### config.mk
export PLATFORM = sky130hd
export DESIGN_NAME = adc_result_port
export DESIGN_NICKNAME = d
export VERILOG_FILES = /design/src/rtl/adc_port_pkg.sv /design/src/rtl/adc_result_store.sv /design/src/rtl/adc_status_halfclk.sv /design/src/rtl/adc_burst_seq.sv /design/src/rtl/adc_result_port.sv
export SDC_FILE = /design/constraint.sdc
export NUM_CORES = 1
export LEC_CHECK = 0
export BUFFER_PORTS_ARGS = -buffer_cell sky130_fd_sc_hd__buf_2
export CORE_UTILIZATION = 59
export CTS_BUF_LIST = sky130_fd_sc_hd__clkbuf_8
export DETAILED_ROUTE_END_ITERATION = 12
export GPL_ROUTABILITY_DRIVEN = 0
export GPL_TIMING_DRIVEN = 0
export MAX_ROUTING_LAYER = met4
export PLACE_DENSITY = 0.92
export SYNTH_ARGS = -nofsm -noshare
export SYNTH_HDL_FRONTEND = slang
export SYNTH_SLANG_ARGS = --single-unit
### constraint.sdc
create_clock -name clk -period 4.44 [get_ports clk]
set_clock_uncertainty 0.2 [all_clocks]
set_input_delay 0.666 -clock clk [delete_from_list [all_inputs] [get_ports clk]]
set_output_delay 0.666 -clock clk [all_outputs]
set_load 0.01 [all_outputs]
### src/rtl/adc_port_pkg.sv
`timescale 1ns/1ps
package adc_port_pkg;

    typedef enum logic {
        SEQ_IDLE = 1'b0,
        SEQ_SEND = 1'b1
    } seq_state_e;

    // Number of 8-bit lanes needed for sign, over-range and the count.
    function automatic int lanes_for(input int data_bits);
        return (data_bits + 2 + 7) / 8;
    endfunction

endpackage

### src/rtl/adc_result_store.sv
`timescale 1ns/1ps
module adc_result_store #(
    parameter int DATA_BITS = 16,
    parameter int LANES     = 3
) (
    input  logic                   clk,
    input  logic                   rst,
    input  logic                   integ_start,
    input  logic                   latch_stb,
    input  logic [DATA_BITS-1:0]   res_count,
    input  logic                   res_neg,
    input  logic                   res_ovr,
    output logic                   phase_open,
    output logic                   load_evt,
    output logic [8*LANES-1:0]     word_next,
    output logic [8*LANES-1:0]     word
);
    localparam int WORD_W = 8 * LANES;

    typedef struct packed {
        logic              open;
        logic [WORD_W-1:0] word;
    } store_t;

    store_t st_d, st_q;
    logic [WORD_W-1:0] packed_res;

    always_comb begin
        packed_res                  = '0;
        packed_res[DATA_BITS-1:0]   = res_count;
        packed_res[WORD_W-1]        = res_neg;
        packed_res[WORD_W-2]        = res_ovr;

        load_evt = latch_stb & st_q.open;

        st_d = st_q;
        if (load_evt) begin
            st_d.word = packed_res;
            st_d.open = 1'b0;
        end else if (integ_start) begin
            st_d.open = 1'b1;
        end
    end

    always_ff @(posedge clk) begin
        if (rst) st_q <= '0;
        else     st_q <= st_d;
    end

    assign phase_open = st_q.open;
    assign word       = st_q.word;
    assign word_next  = st_d.word;

endmodule

### src/rtl/adc_status_halfclk.sv
`timescale 1ns/1ps
module adc_status_halfclk (
    input  logic clk,
    input  logic rst,
    input  logic phase_open,
    output logic status
);
    logic status_d, status_q;

    always_comb begin
        status_d = rst ? 1'b0 : phase_open;
    end

    // Falling-edge register: every change lands half a period after its cause.
    always_ff @(negedge clk) begin
        status_q <= status_d;
    end

    assign status = status_q;

endmodule

### src/rtl/adc_burst_seq.sv
`timescale 1ns/1ps
module adc_burst_seq #(
    parameter int LANES = 3
) (
    input  logic                 clk,
    input  logic                 rst,
    input  logic                 mode_in,
    input  logic                 load_evt,
    input  logic [8*LANES-1:0]   word_next,
    input  logic [8*LANES-1:0]   word,
    input  logic                 chip_en,
    input  logic [LANES-1:0]     byte_en,
    input  logic                 hs_ack,
    output logic                 hs_send,
    output logic [LANES-1:0]     lane_oe,
    output logic [8*LANES-1:0]   lane_data
);
    import adc_port_pkg::*;

    localparam int WORD_W = 8 * LANES;
    localparam int IDX_W  = (LANES > 1) ? $clog2(LANES) : 1;
    localparam logic [IDX_W-1:0] TOP_IDX = IDX_W'(LANES - 1);

    typedef struct packed {
        seq_state_e        state;
        logic [IDX_W-1:0]  idx;
        logic              mode_prev;
        logic [WORD_W-1:0] snap;
    } seq_t;

    seq_t sq_d, sq_q;
    logic trig;

    always_comb begin
        sq_d           = sq_q;
        sq_d.mode_prev = mode_in;
        trig           = mode_in & (~sq_q.mode_prev | load_evt);

        case (sq_q.state)
            SEQ_IDLE: begin
                if (trig) begin
                    sq_d.state = SEQ_SEND;
                    sq_d.idx   = TOP_IDX;
                    sq_d.snap  = word_next;
                end
            end
            SEQ_SEND: begin
                if (hs_ack) begin
                    if (sq_q.idx == '0) sq_d.state = SEQ_IDLE;
                    else                sq_d.idx   = sq_q.idx - 1'b1;
                end
            end
            default: sq_d.state = SEQ_IDLE;
        endcase
    end

    always_ff @(posedge clk) begin
        if (rst) sq_q <= '0;
        else     sq_q <= sq_d;
    end

    assign hs_send   = (sq_q.state == SEQ_SEND);
    assign lane_data = hs_send ? sq_q.snap : word;

    for (genvar i = 0; i < LANES; i++) begin : g_lane
        assign lane_oe[i] = hs_send ? (sq_q.idx == IDX_W'(i))
                                    : (chip_en & byte_en[i]);
    end

endmodule

### src/rtl/adc_result_port.sv
`timescale 1ns/1ps
module adc_result_port #(
    parameter  int DATA_BITS = 16,
    localparam int LANES     = adc_port_pkg::lanes_for(DATA_BITS),
    localparam int WORD_W    = 8 * LANES
) (
    input  logic                  clk,
    input  logic                  rst,
    input  logic                  integ_start,
    input  logic                  latch_stb,
    input  logic [DATA_BITS-1:0]  res_count,
    input  logic                  res_neg,
    input  logic                  res_ovr,
    input  logic                  mode_in,
    input  logic                  chip_en,
    input  logic [LANES-1:0]      byte_en,
    input  logic                  hs_ack,
    output logic                  status,
    output logic                  hs_send,
    output logic [LANES-1:0]      lane_oe,
    output logic [WORD_W-1:0]     lane_data
);
    logic              phase_open;
    logic              load_evt;
    logic [WORD_W-1:0] word_next;
    logic [WORD_W-1:0] latched_word;

    adc_result_store #(
        .DATA_BITS (DATA_BITS),
        .LANES     (LANES)
    ) u_store (
        .clk         (clk),
        .rst         (rst),
        .integ_start (integ_start),
        .latch_stb   (latch_stb),
        .res_count   (res_count),
        .res_neg     (res_neg),
        .res_ovr     (res_ovr),
        .phase_open  (phase_open),
        .load_evt    (load_evt),
        .word_next   (word_next),
        .word        (latched_word)
    );

    adc_status_halfclk u_status (
        .clk        (clk),
        .rst        (rst),
        .phase_open (phase_open),
        .status     (status)
    );

    adc_burst_seq #(
        .LANES (LANES)
    ) u_seq (
        .clk       (clk),
        .rst       (rst),
        .mode_in   (mode_in),
        .load_evt  (load_evt),
        .word_next (word_next),
        .word      (latched_word),
        .chip_en   (chip_en),
        .byte_en   (byte_en),
        .hs_ack    (hs_ack),
        .hs_send   (hs_send),
        .lane_oe   (lane_oe),
        .lane_data (lane_data)
    );

endmodule

==> run metrics <==
Die Y 63.87 um; CP arrival 3010 ps; Buffers on Ports 56; Synth top area share 47.87%; # IOs 57; Bufs and invs on worst path 1; Core ar. 3661 um^2; Routed WL 4821 um; number of global-route vias before repair 1719; Post-CTS Repair Setup Buffers 0; maxcap violations 0; Worst setup EP type primary output; delay-heaviest family, CP flip-flops; post-synthesis sequential area ratio 47.87%; total power 991.4 uW; initial antenna violation count 0; cts hold-fix bufs 0; relative max-transition margin 65.40%; Synth cell types 24; EDFF count, synth 0; synth cell count leaders dfxtp_1, mux2_2, a21oi_1; 1st-pass router iterations 4; Layout Nets 308; Clk Latency, worst-skew pair 310 ps; total congestion overflow 0; CP max stage delay 290 ps; Setup crit start kind register; CTS Buf Count 5; routed vias 1766; Final Slew Violations 0; TritonCTS clock tree done; Mapped Avg Cell Area 10.55 um^2; power per cell area 366.5 nW/um^2; Detail Route Antenna Nets 0; Initial Util 61.69%; area grow syn2layout 19.78%; outcome complete, no violations; Post-Syn Area 2258 um^2; Reg2Reg Depth 1; RR Startpoint u_store.phase_open; sequence of cells on the critical path buf_2; dpl cell area 2599 um^2; clock root buffer clkbuf_8; drt via density 5.417; setup TNS 0 ps; share of cells above drive strength 1 37.41%; largest area contributor in the netlist dfxtp_1; Sink Count 54; CP required 3570 ps; Leak 0.001324 uW; Wirelength per Cell 14.79 um; worst hold margin 288.9 ps; Setup-failing EPs final 0; GRT Resource Usage Total 26.55%; CTS max path bufs 2; synth warn 0; Slew @ Worst Pin 519.0 ps; die width 63.87 um; first-pass GRT wire length 8004 um; count leader, synth dfxtp_1; slowest stage cell, crit path dfxtp_1; Synth Net Count 245; FF-to-FF End u_status.status; Worst-path clk slew 100 ps; RSZ-0062 raised after global routing no; maximum vdd drop 263.7 uV; fraction of registers with async set/reset 0%; drt drc 0; Yosys reg bits 54; post_cts resized 0; largest net degree at the start of global routing 16; Crit. path cell count 1; Inserted Diodes 0; DRT iter0 DRCs 67; Worst Setup SP u_status.status; final hold vios 0; Crit Path Max Fanout 1; Hold Path Class register to register; Post-Syn Instances 214; critical path type register to primary output; site row count 22; dominant cells by area after synthesis dfxtp_1, mux2_2, mux2i_1; final instance area 2705 um^2; Setup crit end status; ys flop type dfxtp_1; R2R setup slack 1440 ps; htree depth 2; HPWL after DPL 3382 um; die area 4079 um^2
## stage by stage
| stage | setup slack (ps) | util (%) | instances |
|---|---|---|---|
| finish | 566.7 | 73.89 | 326 |
| global route | 533.9 | 73.89 | 326 |
| CTS | 566.1 | 73.89 | 326 |
| detailed placement | 246.4 | 70.98 | 318 |
| global placement | 250.1 | 70.98 | 318 |
| floorplan | 638.3 | - | 214 |
## layer usage
metal | vias to the layer above | wire length [um] | track usage [%]
met5 | - | 0 | -
met4 | 0 | 44 | 7.670
met3 | 5 | 238 | 6.607
met2 | 49 | 2492 | 44.68
met1 | 834 | 2046 | 31.26
li1 | 878 | - | -
## where the power goes
group	switching (uW)	leakage [uW]	internal, uW	total (uW)
Combinational	79.4	0.000817	67.3	147
Clock	157	0.0000661	166	323
Sequential	13.1	0.000441	509	522
Total	250	0.00132	741	991
## worst min path at each step
stage                     slack, ps              from  depth (start not counted)               end
after detailed placement        260  u_store.word[18]                          1  u_store.word[18]
final                           290  u_store.word[20]                          1  u_store.word[20]
after global placement          260  u_store.word[19]                          1  u_store.word[19]
after CTS                       290  u_store.word[20]                          1  u_store.word[20]
after floorplan                 240  u_store.word[16]                          1  u_store.word[16]
after global routing            310  u_store.word[17]                          1  u_store.word[17]
## registers in the layout, summed over array words and instances, names as in the netlist
signal              flops
u_seq.sq_q             27
u_store.phase_open      1
u_store.word           24
u_seq.hs_send           1
u_status.status         1
## final cells by class
| cell class | instances | area (um^2) |
|---|---|---|
| Sequential cell | 54 | 1081 |
| Buffer | 16 | 90.09 |
| Timing Repair Buffer | 56 | 280.3 |
| Fill cell | 269 | 955.9 |
| Inverter | 2 | 7.507 |
| Multi-Input combinational cell | 141 | 1076 |
| Tap cell | 48 | 60.06 |
| Clock inverter | 4 | 41.29 |
| Clock buffer | 5 | 68.82 |
## layout by cell type, fill, tap and decap left out, types with 2 or more instances in the layout
| cell | count |
|---|---|
| buf_2 | 62 |
| nor2b_1 | 10 |
| inv_1 | 5 |
| a22o_1 | 2 |
| a21oi_1 | 21 |
| mux2i_1 | 18 |
| nand2_1 | 5 |
| nor2_1 | 18 |
| buf_6 | 2 |
| clkbuf_1 | 5 |
| clkbuf_8 | 5 |
| nand3b_1 | 2 |
| o21ai_0 | 2 |
| dfxtp_1 | 54 |
| a211oi_1 | 18 |
| buf_4 | 2 |
| ha_1 | 3 |
| mux2_2 | 30 |
| and2_1 | 7 |
## cells by family after synthesis
group | count (synthesis) | share of synthesized area [%]
and+or+nand+nor | 44 | 9.751
adders and majority gates | 3 | 1.662
buffers and inverters | 19 | 4.487
DFF | 54 | 47.87
AOI/OAI and AO/OA | 45 | 12.63
muxes | 49 | 23.60
Power figures use the tool's default switching activity.
